## config.mk

```make
export PLATFORM = sky130hd
export DESIGN_NAME = dir_coherence_ctrl
export DESIGN_NICKNAME = d
export VERILOG_FILES = /design/src/rtl/dircoh_pkg.sv /design/src/rtl/dircoh_store.sv /design/src/rtl/dircoh_next.sv /design/src/rtl/dircoh_acks.sv /design/src/rtl/dir_coherence_ctrl.sv
export SDC_FILE = /design/constraint.sdc
export NUM_CORES = 1
export LEC_CHECK = 0
export ABC_AREA = 1
export BUFFER_PORTS_ARGS = -buffer_cell sky130_fd_sc_hd__clkbuf_2
export CORE_MARGIN = 4
export CORE_UTILIZATION = 40
export CTS_CLUSTER_DIAMETER = 40
export DETAILED_ROUTE_END_ITERATION = 12
export GPL_TIMING_DRIVEN = 0
export PLACE_DENSITY_LB_ADDON = 0.08
export SLEW_MARGIN = 0
export SYNTH_ARGS = -nofsm -noshare
export SYNTH_HDL_FRONTEND = slang
export SYNTH_SLANG_ARGS = --single-unit
```

## constraint.sdc

```tcl
create_clock -name clk -period 5.9 [get_ports clk]
set_input_delay 1.18 -clock clk [delete_from_list [all_inputs] [get_ports clk]]
set_output_delay 1.18 -clock clk [all_outputs]
set_load 0.005 [all_outputs]
```

## src/rtl/dircoh_pkg.sv

```systemverilog
package dircoh_pkg;
  typedef enum logic [1:0] {
    K_UPGRADE = 2'd0,
    K_WRBACK  = 2'd1,
    K_RDLOAD  = 2'd2,
    K_RDSTORE = 2'd3
  } req_kind_e;
endpackage

```

## src/rtl/dircoh_store.sv

```systemverilog
module dircoh_store #(
  parameter int NCORES = 4,
  parameter int NLINES = 8,
  localparam int LW = $clog2(NLINES)
) (
  input  logic              clk,
  input  logic              rst,
  input  logic              wr_en,
  input  logic [LW-1:0]     wr_line,
  input  logic [NCORES-1:0] wr_v,
  input  logic [NCORES-1:0] wr_d,
  input  logic [NCORES-1:0] wr_s,
  input  logic [LW-1:0]     rd_line,
  output logic [NCORES-1:0] rd_v,
  output logic [NCORES-1:0] rd_d,
  output logic [NCORES-1:0] rd_s,
  input  logic [LW-1:0]     lk_line,
  output logic [NCORES-1:0] lk_v,
  output logic [NCORES-1:0] lk_d,
  output logic [NCORES-1:0] lk_s
);
  logic [NCORES-1:0] vmem [NLINES];
  logic [NCORES-1:0] dmem [NLINES];
  logic [NCORES-1:0] smem [NLINES];

  always_ff @(posedge clk) begin
    if (rst) begin
      for (int i = 0; i < NLINES; i++) begin
        vmem[i] <= '0;
        dmem[i] <= '0;
        smem[i] <= '0;
      end
    end else if (wr_en) begin
      vmem[wr_line] <= wr_v;
      dmem[wr_line] <= wr_d;
      smem[wr_line] <= wr_s;
    end
  end

  assign rd_v = vmem[rd_line];
  assign rd_d = dmem[rd_line];
  assign rd_s = smem[rd_line];

  always_ff @(posedge clk) begin
    if (rst) begin
      lk_v <= '0;
      lk_d <= '0;
      lk_s <= '0;
    end else begin
      lk_v <= vmem[lk_line];
      lk_d <= dmem[lk_line];
      lk_s <= smem[lk_line];
    end
  end

  assert_single_home_R9: assert property (@(posedge clk) disable iff (rst)
    $onehot0(lk_v & lk_d));
endmodule

```

## src/rtl/dircoh_next.sv

```systemverilog
module dircoh_next
  import dircoh_pkg::*;
#(
  parameter int NCORES = 4
) (
  input  req_kind_e         kind,
  input  logic [NCORES-1:0] req_mask,
  input  logic [NCORES-1:0] cur_v,
  input  logic [NCORES-1:0] cur_d,
  input  logic [NCORES-1:0] cur_s,
  output logic [NCORES-1:0] nxt_v,
  output logic [NCORES-1:0] nxt_d,
  output logic [NCORES-1:0] nxt_s,
  output logic [NCORES-1:0] inval,
  output logic [NCORES-1:0] copyback,
  output logic              fetch,
  output logic              mwrite
);
  logic [NCORES-1:0] home, home_oth, oth_valid;

  always_comb begin
    home      = cur_v & cur_d;
    home_oth  = home & ~req_mask;
    oth_valid = cur_v & ~req_mask;
    nxt_v     = cur_v;
    nxt_d     = cur_d;
    nxt_s     = cur_s;
    inval     = '0;
    copyback  = '0;
    fetch     = 1'b0;
    mwrite    = 1'b0;
    case (kind)
      K_UPGRADE: begin
        inval    = oth_valid;
        copyback = home_oth;
        nxt_v    = req_mask;
        nxt_d    = req_mask;
        nxt_s    = '0;
      end
      K_WRBACK: begin
        inval    = oth_valid;
        copyback = home_oth;
        nxt_v    = '0;
        nxt_d    = '0;
        nxt_s    = '0;
        mwrite   = |(home & req_mask);
      end
      K_RDLOAD: begin
        if (!(|(home & req_mask))) begin
          copyback = home_oth;
          fetch    = ~|home;
          nxt_v    = cur_v | req_mask;
          nxt_s    = cur_s | oth_valid | ((|oth_valid) ? req_mask : '0);
        end
      end
      default: begin
        inval    = oth_valid;
        copyback = home_oth;
        nxt_v    = req_mask;
        nxt_d    = req_mask;
        nxt_s    = '0;
        fetch    = ~|home;
      end
    endcase
  end
endmodule

```

## src/rtl/dircoh_acks.sv

```systemverilog
module dircoh_acks #(
  parameter int NCORES = 4,
  parameter int NMEM   = 2
) (
  input  logic              clk,
  input  logic              rst,
  input  logic              start,
  input  logic [NCORES-1:0] exp_core,
  input  logic [NMEM-1:0]   exp_mem,
  input  logic [NCORES-1:0] core_ack,
  input  logic [NMEM-1:0]   mem_ack,
  output logic              busy
);
  logic [NCORES-1:0] pend_core;
  logic [NMEM-1:0]   pend_mem;
  logic [NCORES-1:0] left_core;
  logic [NMEM-1:0]   left_mem;

  assign left_core = pend_core & ~core_ack;
  assign left_mem  = pend_mem & ~mem_ack;

  always_ff @(posedge clk) begin
    if (rst) begin
      busy      <= 1'b0;
      pend_core <= '0;
      pend_mem  <= '0;
    end else if (!busy) begin
      if (start) begin
        busy      <= 1'b1;
        pend_core <= exp_core;
        pend_mem  <= exp_mem;
      end
    end else begin
      pend_core <= left_core;
      pend_mem  <= left_mem;
      if (left_core == '0 && left_mem == '0) busy <= 1'b0;
    end
  end

  assert_hold_busy_R8: assert property (@(posedge clk) disable iff (rst)
    (busy && (left_core != '0 || left_mem != '0)) |=> busy);
  assert_start_busy_R8: assert property (@(posedge clk) disable iff (rst)
    (!busy && start) |=> busy);
endmodule

```

## src/rtl/dir_coherence_ctrl.sv

```systemverilog
module dir_coherence_ctrl
  import dircoh_pkg::*;
#(
  parameter int NCORES = 4,
  parameter int NLINES = 8,
  parameter int NMEM   = 2,
  localparam int CW  = $clog2(NCORES),
  localparam int LW  = $clog2(NLINES),
  localparam int MCW = $clog2(NMEM)
) (
  input  logic              clk,
  input  logic              rst,
  input  logic              req_valid,
  output logic              req_ready,
  input  logic [1:0]        req_kind,
  input  logic [CW-1:0]     req_core,
  input  logic [LW-1:0]     req_line,
  output logic              cmd_valid,
  output logic [NCORES-1:0] cmd_inval,
  output logic [NCORES-1:0] cmd_copyback,
  output logic [NMEM-1:0]   mem_req,
  output logic              mem_write,
  input  logic [NCORES-1:0] core_ack,
  input  logic [NMEM-1:0]   mem_ack,
  input  logic [LW-1:0]     look_line,
  output logic [NCORES-1:0] look_v,
  output logic [NCORES-1:0] look_d,
  output logic [NCORES-1:0] look_s
);
  logic              busy, accept;
  logic [NCORES-1:0] req_mask;
  logic [NCORES-1:0] cur_v, cur_d, cur_s;
  logic [NCORES-1:0] nxt_v, nxt_d, nxt_s;
  logic [NCORES-1:0] n_inval, n_cb;
  logic              n_fetch, n_mw;
  logic [NMEM-1:0]   mem_sel;
  logic [NCORES-1:0] mask_q, cur_v_q;
  req_kind_e         kind_q;

  assign req_ready = ~busy;
  assign accept    = req_valid & ~busy;
  assign req_mask  = NCORES'(1) << req_core;

  dircoh_store #(.NCORES(NCORES), .NLINES(NLINES)) u_store (
    .clk(clk), .rst(rst),
    .wr_en(accept), .wr_line(req_line),
    .wr_v(nxt_v), .wr_d(nxt_d), .wr_s(nxt_s),
    .rd_line(req_line), .rd_v(cur_v), .rd_d(cur_d), .rd_s(cur_s),
    .lk_line(look_line), .lk_v(look_v), .lk_d(look_d), .lk_s(look_s)
  );

  dircoh_next #(.NCORES(NCORES)) u_next (
    .kind(req_kind_e'(req_kind)), .req_mask(req_mask),
    .cur_v(cur_v), .cur_d(cur_d), .cur_s(cur_s),
    .nxt_v(nxt_v), .nxt_d(nxt_d), .nxt_s(nxt_s),
    .inval(n_inval), .copyback(n_cb), .fetch(n_fetch), .mwrite(n_mw)
  );

  always_comb begin
    mem_sel = '0;
    if (n_fetch || n_mw) mem_sel[req_line[MCW-1:0]] = 1'b1;
  end

  dircoh_acks #(.NCORES(NCORES), .NMEM(NMEM)) u_acks (
    .clk(clk), .rst(rst), .start(accept),
    .exp_core(n_inval | n_cb), .exp_mem(mem_sel),
    .core_ack(core_ack), .mem_ack(mem_ack), .busy(busy)
  );

  always_ff @(posedge clk) begin
    if (rst) begin
      cmd_valid    <= 1'b0;
      cmd_inval    <= '0;
      cmd_copyback <= '0;
      mem_req      <= '0;
      mem_write    <= 1'b0;
      mask_q       <= '0;
      cur_v_q      <= '0;
      kind_q       <= K_UPGRADE;
    end else begin
      cmd_valid    <= accept;
      cmd_inval    <= accept ? n_inval : '0;
      cmd_copyback <= accept ? n_cb : '0;
      mem_req      <= accept ? mem_sel : '0;
      mem_write    <= accept & n_mw;
      if (accept) begin
        mask_q  <= req_mask;
        cur_v_q <= cur_v;
        kind_q  <= req_kind_e'(req_kind);
      end
    end
  end

  assert_next_home_R9: assert property (@(posedge clk) disable iff (rst)
    accept |-> $onehot0(nxt_v & nxt_d));
  assert_cmd_pulse_R10: assert property (@(posedge clk) disable iff (rst)
    accept |=> cmd_valid);
  assert_cmd_single_R10: assert property (@(posedge clk) disable iff (rst)
    cmd_valid |=> !cmd_valid);
  assert_cmd_target_R10: assert property (@(posedge clk) disable iff (rst)
    cmd_valid |-> (((cmd_inval | cmd_copyback) & (mask_q | ~cur_v_q)) == '0));
  assert_mem_onehot_R7: assert property (@(posedge clk) disable iff (rst)
    $onehot0(mem_req));
  assert_upgrade_no_mem_R3: assert property (@(posedge clk) disable iff (rst)
    (cmd_valid && kind_q == K_UPGRADE) |-> (mem_req == '0));
endmodule

```

# Yosys cells after proc, flatten, opt, wreduce, memory -nomap -nowiden
# Memories as Yosys holds them, arrays and structs flattened. A register that Yosys moved wholly into a read port is not among the register bits.
# Cells that the tools add are included.
# totals
register_bits	19
ram_bits	96
in_bits	19
output_inout_bits	25
word_cells	84
mem_count	3
# classes
n_lt_le_gt_ge	2
n_eq_ne	2
shifts	1
mux	35
n_bitwise	17
n_reduce_logical	16
# mem_list
memory	depth	word_bits	read_ports	rd_ports_with_merged_regs	write_ports	line	source
u_store.dmem	8	4	2	1	8	dircoh_store.sv:23	logic [NCORES-1:0] dmem [NLINES];
u_store.smem	8	4	2	1	8	dircoh_store.sv:24	logic [NCORES-1:0] smem [NLINES];
u_store.vmem	8	4	2	1	8	dircoh_store.sv:22	logic [NCORES-1:0] vmem [NLINES];
# ops
op	count
two-way mux 4 bit	12
OR reduction 4 bit	6
AND 4 bit	5
OR 4 bit	4
one-hot mux 4 bit (2 select lines)	2
two-way mux 1 bit	13
two-way mux 3 bit	3
NOT 4 bit	2
two-way mux 2 bit	3
logical NOT 2 bit	2
logical NOT 4 bit	1
OR reduction 2 bit	2
<< shifter 1 x 2 -> 4 bit, first input constant	1
AND 1 bit	2
AND 2 bit	1
== test 2 x 1 -> 1 bit, second input constant	1
== test 2 bit, second input constant	1
logical AND 1 bit	2
less-than comparator 1 x 2 -> 1 bit, second input constant	1
NOT 1 bit	2
NOT 2 bit	1
one-hot mux 1 bit (2 select lines)	1
nonzero test 2 bit	1
demux 1 bit (select 1 bit)	1
3 further kinds	3

# Longest topological paths before layout
# Gate-level depths: netlist of the first run.
# An unclocked memory read counts as a cell.
# logic_depth
word_depth	10
ltp_mapped	17

# Hierarchy
# Synthesis of the first run repeated with hierarchy kept, for this count alone.
# unflattened
hier_cells	946
hier_area_um2	7091.8
# modules_own_cells
mod	n_inst	cells_per_inst	area_each_um2	seq_area_each_um2
dircoh_store	1	749	5865.6	3123.0
dir_coherence_ctrl	1	55	445.4	240.2
dircoh_next	1	89	439.2	0.0
dircoh_acks	1	53	341.6	140.1

# Least setup slack after synthesis of the first run
# Ideal clock, no wire load.
# synth_path
kind	input-to-reg
start	input port req_line[0]
end	memory u_store.dmem[2][0], enable pin
arrival_ps	2468
required_ps	5550
slack_ps	3081
path_stages	7
cell_sequence	buf_4 > buf_4 > buf_2 > nor2_1 > nand2_1 > clkbuf_1 > nand2_1
# synth_rtl
element	line	source
start, declared	dir_coherence_ctrl.sv:17	input logic [LW-1:0] req_line,
end, declared	dircoh_store.sv:23	

==> flow_metrics.env, run 1 <==
export IMPL_status="complete, no violations"
export IMPL_grt_setup_unrepaired="no"
export IMPL_vdd_ir_drop_max_mv=0.204
export IMPL_wl_per_cell_um=19.3
export IMPL_power_leakage_nw=3.24
export IMPL_synth_seq_area_share_pct=52.4
export IMPL_synth_cell_type_count=38
export IMPL_synth_area_leader_cell="edfxtp_1"
export IMPL_syn_area_per_cell_sq_um=8.30
export IMPL_critPathRequiredTime_ns=5.95
export IMPL_cts_repair_resized=0
export IMPL_cts_root_buf="clkbuf_16"
export IMPL_crit_slowest_cell="nand2_1"
export IMPL_whs_ns=0.502
export IMPL_maxCapViolCount=0
export IMPL_place_congestion=0.889
export IMPL_worstPathCellList="clkbuf_2, nor2_2, inv_2, nor2_1, nand2_1, clkbuf_1, nand2_1"
export IMPL_cp_num_cells=7
export IMPL_cts_sinks=127
export IMPL_synth_commonest_cells="nand2_1, nor2_1, edfxtp_1"
export IMPL_hold_class="reg -> reg"
export IMPL_dp_hpwl_um=16000
export IMPL_cp_slowest_stage_delay_ns=0.60
export IMPL_skew_ns=0.00778
export IMPL_grt_start_max_net_pins=17
export IMPL_detail_route_drc_violations=0
export IMPL_die_area_sq_mm=0.0188
export IMPL_hold_viol=0
export IMPL_worstSetupPathType="in -> reg"
export IMPL_fin_crit_ns=3.52
export IMPL_fillers=1591
export IMPL_synth_edf_count=96
export IMPL_utilization_pct=48.1
export IMPL_num_rows=46
export IMPL_cts_buffers=17
export IMPL_clk_pin_slew_ns=0.05
export IMPL_cp_end_kind="register"
export IMPL_dr_wl_met3_um=1320
export IMPL_start_util_pct=41.5
export IMPL_worstSetupEndpoint="u_store.smem[2][1]"
export IMPL_slew_headroom_pct=31.9
export IMPL_slew_violations=0
export IMPL_finalSetupViolCount=0
export IMPL_reg2regPathDepth=8
export IMPL_via_per_inst=5.38
export IMPL_dp_slack_ns=1.96
export IMPL_numPortBuffers=40
export IMPL_drtAntennaViolNets=0
export IMPL_reg2reg_to="u_store.smem[2][1]"
export IMPL_ys_seq_elements=127
export IMPL_cts_setup_buffers=0
export IMPL_dieHeight_um=137
export IMPL_ctsHoldBuffers=0
export IMPL_synth_cells=805
export IMPL_worst_slack_ns=2.38
export IMPL_ys_warn_count=0
export IMPL_grt_pass1_wl_um=32500
export IMPL_arrival_ns=3.57
export IMPL_routed_top_layer="met4"
export IMPL_cellPowerDensity_mw_per_mm2=303
export IMPL_crit_family="simple AND/OR/NAND/NOR gates"
export IMPL_syn_nets=827
export IMPL_cp_max_fo=12
export IMPL_num_vias=5883
export IMPL_crit_path_start="rst"
export IMPL_crit_reg2reg_launch="u_acks.busy"
export IMPL_yosys_top_cells_area="edfxtp_1, dfxtp_1, nand2_1"
export IMPL_yosysMostFrequentCell="nand2_1"
export IMPL_htreeDepth=4
export IMPL_dr_wl_met2_um=9840
export IMPL_cts_tree="done"
export IMPL_fin_cells=1093
export IMPL_final_nets=886
export IMPL_ys_flop_type="edfxtp_1"
export IMPL_yosysTopAreaCellShare_pct=43.1
export IMPL_drt_iter0_markers=592
export IMPL_area_growth_pct=15.9
export IMPL_critPathLaunchType="primary input"
export IMPL_path_common_cell="nand2_1"
export IMPL_synthArstFlopShare_pct=0
export IMPL_wl_um=21100
export IMPL_regToRegSetupSlack_ns=2.80
export IMPL_overflow=0
export IMPL_dp_cells=1061
export IMPL_reg_top3="u_store.dmem: 32 flops, u_store.smem: 32 flops, u_store.vmem: 32 flops"
export IMPL_fmax_mhz=284
export IMPL_grt_use_total_pct=23.5
export IMPL_grt_antenna_before_repair=0
export IMPL_drtPass1Iterations=5
export IMPL_drive_above_1_share_pct=14.3
export IMPL_clk_insertion_delay_late_ns=0.42
export IMPL_clockBufferDepth=2
export IMPL_finalCritPeriodShare_pct=59.6
export IMPL_wl_met1_um=9310
export IMPL_grt_pass1_vias=5826
export IMPL_tightest_slew_ns=1.02
export IMPL_crit_buf_inv=3
export IMPL_synth_cell_area_sq_mm=0.00668
export IMPL_pin_count=44
export IMPL_fin_setup_tns_ns=0
export IMPL_core_sq_mm=0.0161
export IMPL_antenna_cells=0
export IMPL_die_width_um=137
export IMPL_worstHoldStart="u_acks.pend_mem[1]"
## per-stage QoR
step                area [sq um]  power, W
floorplan                   6680   0.00121
global placement            7150   0.00130
detailed placement          7150   0.00131
CTS                         7750   0.00235
global route                7750   0.00242
finish                      7750   0.00234
## layout make-up
type | instances | area, sq um | area share (%)
flip-flops and latches | 127 | 3500 | 45.2
multi-input cells | 535 | 2590 | 33.4
clock buffers | 28 | 549 | 7.09
inverters | 104 | 390 | 5.04
well taps | 216 | 270 | 3.49
repair buffers | 40 | 200 | 2.58
plain buffers | 39 | 198 | 2.55
clock inverters | 4 | 45.0 | 0.581
## tightest hold or removal path, cell delays in order, from the launching register on
cell,delay (ns)
dfxtp_1,0.31
o2111ai_1,0.10
nand2_1,0.05
## cell families after synthesis
group / count (synthesis) / synth area share, %
DFF: 127 / 52.4
AOI/OAI and AO/OA: 172 / 14.4
and+or+nand+nor: 360 / 23.8
adders and majority gates: 3 / 0.562
buffers and inverters: 143 / 8.80
## placed cells by master, fill, tap and decap left out, drive strengths merged
cell type,count
o211ai,11
inv,101
a21oi,54
clkbuf,93
o2111ai,2
o21ai,76
a311oi,2
a31o,1
clkinv,6
o31ai,1
a31oi,10
edfxtp,96
and2,1
a211oi,1
nor3,3
a221oi,1
o21bai,5
a22oi,3
dfxtp,31
ha,3
nand2,168
nand3b,2
bufinv,1
o22ai,5
buf,14
nand3,46
nor2,140
## worst min path at each step
stage | cells after the start | end | slack [ns]
finish | 2 | u_acks.pend_mem[1] | 0.50
global route | 2 | u_acks.pend_mem[0] | 0.52
CTS | 2 | u_acks.pend_mem[1] | 0.50
detailed placement | 2 | u_acks.pend_mem[1] | 0.49
global placement | 2 | u_acks.pend_mem[1] | 0.48
floorplan | 2 | u_acks.pend_mem[0] | 0.46
## power by group
group          leakage [nW]  switching (W)  internal (W)  total, W
combinational          1.69       0.000203     0.0000764  0.000279
sequential             1.25      0.0000163       0.00100   0.00102
clock                 0.295       0.000375      0.000673   0.00105
total                  3.24       0.000594       0.00175   0.00234
## layer usage
metal,vias up,global-route usage (%)
li1,2787,-
met1,2812,31.7
met2,233,37.7
met3,51,4.02
met4,0,9.92
met5,-,0
(Power assumes the default switching activity.)
==> inputs of run 2 (changes only) <==
==> constraint.sdc (replaced) <==
create_clock -name clk -period 3.2 [get_ports clk]
set_input_delay 0.64 -clock clk [delete_from_list [all_inputs] [get_ports clk]]
set_output_delay 0.64 -clock clk [all_outputs]
set_load 0.005 [all_outputs]
==> flow_metrics.env, run 2 (synthesis gave the netlist of run 1 again) <==
export IMPL_wl_um=21100
export IMPL_die_area_sq_mm=0.0188
export IMPL_clockBufferDepth=2
export IMPL_drive_above_1_share_pct=14.5
export IMPL_core_sq_mm=0.0161
export IMPL_drt_iter0_markers=560
export IMPL_p_int_w=0.00323
export IMPL_dp_cells=1061
export IMPL_worst_slack_ns=0.249
export IMPL_grt_antenna_before_repair=0
export IMPL_fillers=1592
export IMPL_ctsHoldBuffers=0
export IMPL_cts_buffers=17
export IMPL_status="complete, no violations"
export IMPL_vdd_ir_drop_max_mv=0.375
export IMPL_overflow=0
export IMPL_grt_setup_unrepaired="no"
export IMPL_die_width_um=137
export IMPL_cts_sinks=127
export IMPL_dp_slack_ns=-0.200
export IMPL_antenna_cells=0
export IMPL_hold_viol=0
export IMPL_utilization_pct=48.1
export IMPL_reg_top3="u_store.dmem: 32 flops, u_store.smem: 32 flops, u_store.vmem: 32 flops"
export IMPL_num_rows=46
export IMPL_clkPwrFrac_pct=44.6
export IMPL_drtAntennaViolNets=0
export IMPL_seqPwrFrac_pct=43.4
export IMPL_detail_route_drc_violations=0
export IMPL_tightest_slew_ns=1.03
export IMPL_cp_end_kind="register"
export IMPL_via_per_inst=5.37
export IMPL_pwr_share_comb_pct=12.0
export IMPL_mostFrequentLayoutCells="nand2_1, nor2_1, edfxtp_1"
export IMPL_dp_hpwl_um=16000
export IMPL_cp_max_fo=12
export IMPL_pin_count=44
export IMPL_slew_violations=0
export IMPL_cts_tree="done"
export IMPL_slew_headroom_pct=31.1
export IMPL_p_switching_w=0.00109
export IMPL_num_vias=5871
export IMPL_critPathRequiredTime_ns=3.25
export IMPL_hold_class="reg -> reg"
export IMPL_clk_insertion_delay_late_ns=0.42
export IMPL_start_util_pct=41.5
export IMPL_power_leakage_nw=3.24
export IMPL_fin_cells=1093
export IMPL_fin_setup_tns_ns=0
export IMPL_clk_pin_slew_ns=0.05
export IMPL_grt_pass1_wl_um=32500
export IMPL_layout_commonest_cell="nand2_1"
export IMPL_cellPowerDensity_mw_per_mm2=557
export IMPL_fmax_mhz=339
export IMPL_maxCapViolCount=0
export IMPL_htreeDepth=4
export IMPL_fin_crit_ns=2.95
export IMPL_worstSetupPathType="reg -> reg"
export IMPL_grt_start_max_net_pins=17
export IMPL_grt_pass1_vias=5826
export IMPL_grt_use_total_pct=23.5
export IMPL_area_growth_pct=16.0
export IMPL_skew_ns=0.00826
export IMPL_place_congestion=0.889
export IMPL_finalCritPeriodShare_pct=92.2
export IMPL_wl_per_cell_um=19.3
export IMPL_numPortBuffers=40
export IMPL_finalSetupViolCount=0
export IMPL_final_nets=886
export IMPL_netSwitchingFraction_pct=25.2
export IMPL_drtPass1Iterations=5
export IMPL_dieHeight_um=137
export IMPL_arrival_ns=3.00
export IMPL_cts_root_buf="clkbuf_16"
export IMPL_critPathLaunchType="register"
[run 2: cell counts in the layout (fill, tap and decap cells not counted)]
No cell type changed its count.
[run 2: final cells by class]
class                           count  area, sq um  share of cell area [%]
Sequential cell                   127         3500                    45.2
Multi-Input combinational cell    535         2600                    33.5
Clock buffer                       28          549                    7.09
Inverter                          104          390                    5.04
Clock inverter                      4         45.0                   0.581
Tap cell                          216          270                    3.49
Timing Repair Buffer               40          200                    2.58
Buffer                             39          198                    2.55
[run 2: stage by stage]
stage | power, W | hold WS, ns | area [sq um]
after floorplan | 0.00223 | 0.465 | 6680
after global placement | 0.00241 | 0.483 | 7150
after detailed placement | 0.00241 | 0.492 | 7150
after CTS | 0.00433 | 0.501 | 7750
after global routing | 0.00446 | 0.521 | 7750
final | 0.00432 | 0.503 | 7750
[run 2: path summary, 6_finish.rpt]
path	startpoint	to	slack [ns]	cells after the start
min reg2reg	u_acks.pend_mem[1]	u_acks.pend_mem[1]	0.50	2
max reg2reg	u_acks.busy	u_store.dmem[5][1]	0.25	8
min	u_acks.pend_mem[1]	u_acks.pend_mem[1]	0.50	2
max	u_acks.busy	u_store.dmem[5][1]	0.25	8
[run 2: power by group through the flow]
| stage | Sequential (W) | Combinational [W] | Clock [W] |
|---|---|---|---|
| 3_3_place_gp | 0.00190 | 0.000502 | 0 |
| 3_5_place_dp | 0.00191 | 0.000508 | 0 |
| 6_report | 0.00187 | 0.000516 | 0.00193 |
| 2_1_floorplan | 0.00190 | 0.000327 | 0 |
| 4_1_cts | 0.00187 | 0.000510 | 0.00195 |
| 5_1_grt | 0.00188 | 0.000567 | 0.00202 |
[run 2: routing by layer]
| metal | routed length (um) | vias up | track usage, % |
|---|---|---|---|
| li1 | - | 2788 | - |
| met1 | 9360 | 2799 | 31.7 |
| met2 | 9870 | 234 | 37.7 |
| met3 | 1240 | 50 | 4.02 |
| met4 | 637 | 0 | 9.92 |
| met5 | 0 | - | 0 |
[run 2: worst max-delay path, stage by stage, from the launching register on]
cell and delay (ns):
dfxtp_1 0.32, inv_2 0.14, nand2_1 0.10, nor2_2 0.37, inv_2 0.20, nor2_1 0.37
nand2_1 0.22, clkbuf_1 0.32, nand2_1 0.54
[run 2: timing repair]
| item | in CTS | in global routing |
|---|---|---|
| buffers inserted | 0 | 0 |
| endpoints found under the setup margin | 0 | 24 |
| resized for setup | 0 | 2 |
==> inputs of run 3 (changes only) <==
--- a/config.mk
+++ b/config.mk
@@ -13,6 +13,8 @@
 export DETAILED_ROUTE_END_ITERATION = 12
 export GPL_TIMING_DRIVEN = 0
 export PLACE_DENSITY_LB_ADDON = 0.08
+export RECOVER_POWER = 25
+export SETUP_SLACK_MARGIN = 0.4
 export SLEW_MARGIN = 0
 export SYNTH_ARGS = -nofsm -noshare
 export SYNTH_HDL_FRONTEND = slang
==> flow_metrics.env, run 3 (synthesis gave the netlist of run 1 again) <==
export IMPL_num_vias=5956
export IMPL_die_width_um=137
export IMPL_slew_headroom_pct=31.7
export IMPL_hold_class="reg -> reg"
export IMPL_grt_start_max_net_pins=17
export IMPL_clk_pin_slew_ns=0.05
export IMPL_worstHoldStart="u_acks.pend_mem[1]"
export IMPL_tightest_slew_ns=1.02
export IMPL_drt_iter0_markers=492
export IMPL_dpl_cell_area_sq_mm=0.00715
export IMPL_wl_um=21200
export IMPL_dp_hpwl_um=16000
export IMPL_antenna_cells=0
export IMPL_clockBufferDepth=2
export IMPL_pin_count=44
export IMPL_crit_family="simple AND/OR/NAND/NOR gates"
export IMPL_slew_violations=0
export IMPL_drive_above_1_share_pct=11.6
export IMPL_fin_crit_ns=2.76
export IMPL_fin_setup_tns_ns=0
export IMPL_reg2reg_to="u_store.vmem[4][1]"
export IMPL_vdd_ir_drop_max_mv=0.376
export IMPL_critPathRequiredTime_ns=3.55
export IMPL_arrival_ns=3.11
export IMPL_cts_repair_resized=5
export IMPL_drtPass1Iterations=5
export IMPL_crit_reg2reg_launch="u_acks.busy"
export IMPL_via_per_inst=5.45
export IMPL_worstPathCellList="buf_4, clkbuf_1, nand2_1, nand3_1, nand2_1, inv_1, nand2_1, nand3_1, nand2_1, o21ai_0, nand2_1, o21bai_1"
export IMPL_reg2regPathDepth=8
export IMPL_finalSetupViolCount=0
export IMPL_grt_pass1_vias=5828
export IMPL_crit_buf_inv=3
export IMPL_detail_route_drc_violations=0
export IMPL_skew_ns=0.00720
export IMPL_cts_root_buf="clkbuf_16"
export IMPL_grt_antenna_before_repair=0
export IMPL_cp_num_cells=12
export IMPL_fillers=1599
export IMPL_overflow=0
export IMPL_cp_end_kind="register"
export IMPL_crit_slowest_cell="o21ai_0"
export IMPL_drtAntennaViolNets=0
export IMPL_design_area_sq_mm=0.00772
export IMPL_num_rows=46
export IMPL_hold_viol=0
export IMPL_finalCritPeriodShare_pct=86.2
export IMPL_htreeDepth=4
export IMPL_path_common_cell="nand2_1"
export IMPL_status="complete, no violations"
export IMPL_ctsHoldBuffers=0
export IMPL_clk_insertion_delay_late_ns=0.42
export IMPL_min_path_cells=2
export IMPL_core_sq_mm=0.0161
export IMPL_mostFrequentLayoutCells="nand2_1, nor2_1, inv_1"
export IMPL_maxCapViolCount=0
export IMPL_cts_sinks=127
export IMPL_cp_slowest_stage_delay_ns=0.62
export IMPL_regToRegSetupSlack_ns=0.51
export IMPL_area_growth_pct=15.6
export IMPL_dieHeight_um=137
export IMPL_final_nets=886
export IMPL_power_leakage_nw=3.17
export IMPL_cellPowerDensity_mw_per_mm2=560
export IMPL_cts_buffers=17
export IMPL_fmax_mhz=362
export IMPL_die_area_sq_mm=0.0188
export IMPL_critPathLaunchType="primary input"
export IMPL_numPortBuffers=40
export IMPL_cts_setup_buffers=0
export IMPL_wl_per_cell_um=19.4
export IMPL_place_congestion=0.889
export IMPL_worstSetupPathType="in -> reg"
export IMPL_cp_max_fo=10
export IMPL_grt_pass1_wl_um=32500
export IMPL_layout_commonest_cell="nand2_1"
export IMPL_finalPower_w=0.00432
export IMPL_grt_setup_unrepaired="no"
export IMPL_start_util_pct=41.5
export IMPL_whs_endpoint="u_acks.pend_mem[1]"
export IMPL_cts_tree="done"
export IMPL_grt_use_total_pct=23.6
export IMPL_reg_top3="u_store.dmem: 32 flops, u_store.smem: 32 flops, u_store.vmem: 32 flops"
-- run 3: cell types whose count changed in the layout (fill, tap and decap cells not counted), sizes merged --
cell    change
clkbuf      +1
buf         -1
-- run 3: worst reg2reg max path, delay by kind of cell (launching register included) --
family                 cells  cell delay [ns]
buffers and inverters      3             0.68
DFF                        1             0.32
and+or+nand+nor            5             1.32
-- run 3: routing by layer --
metal / track usage, % / wire length, um / vias up
li1: - / - / 2787
met1: 31.7 / 9330 / 2854
met2: 37.7 / 9830 / 255
met3: 4.02 / 1360 / 60
met4: 9.92 / 697 / 0
met5: 0 / 0 / -
-- run 3: worst max path at each step --
stage	startpoint	endpoint
floorplan	req_line[0]	u_store.dmem[2][0]
global placement	rst	u_store.smem[3][1]
detailed placement	rst	u_store.smem[3][2]
CTS	u_acks.busy	u_store.smem[3][2]
global route	req_line[0]	u_acks.pend_core[3]
finish	req_line[0]	u_acks.pend_core[2]
-- run 3: power by group --
group	switching [W]	leakage [nW]	internal, W
Sequential	0.0000300	1.25	0.00184
Clock	0.000697	0.295	0.00124
Combinational	0.000374	1.62	0.000137
Total	0.00110	3.17	0.00322
-- run 3: through the flow --
step	utilization, %	worst slack [ns]	instances	hold slack [ns]
2_1_floorplan	-	0.921	805	0.465
3_3_place_gp	44.4	-0.141	1061	0.483
3_5_place_dp	44.4	-0.200	1061	0.492
4_1_cts	48.2	0.322	1093	0.501
5_1_grt	47.9	0.217	1093	0.521
6_report	47.9	0.441	1093	0.503
-- run 3: area by class of cell --
type | instances | area [sq um] | area share, %
flip-flops and latches | 127 | 3500 | 45.4
multi-input cells | 535 | 2600 | 33.6
clock buffers | 28 | 549 | 7.11
inverters | 104 | 390 | 5.05
well taps | 216 | 270 | 3.50
plain buffers | 39 | 196 | 2.54
repair buffers | 40 | 174 | 2.25
clock inverters | 4 | 45.0 | 0.583
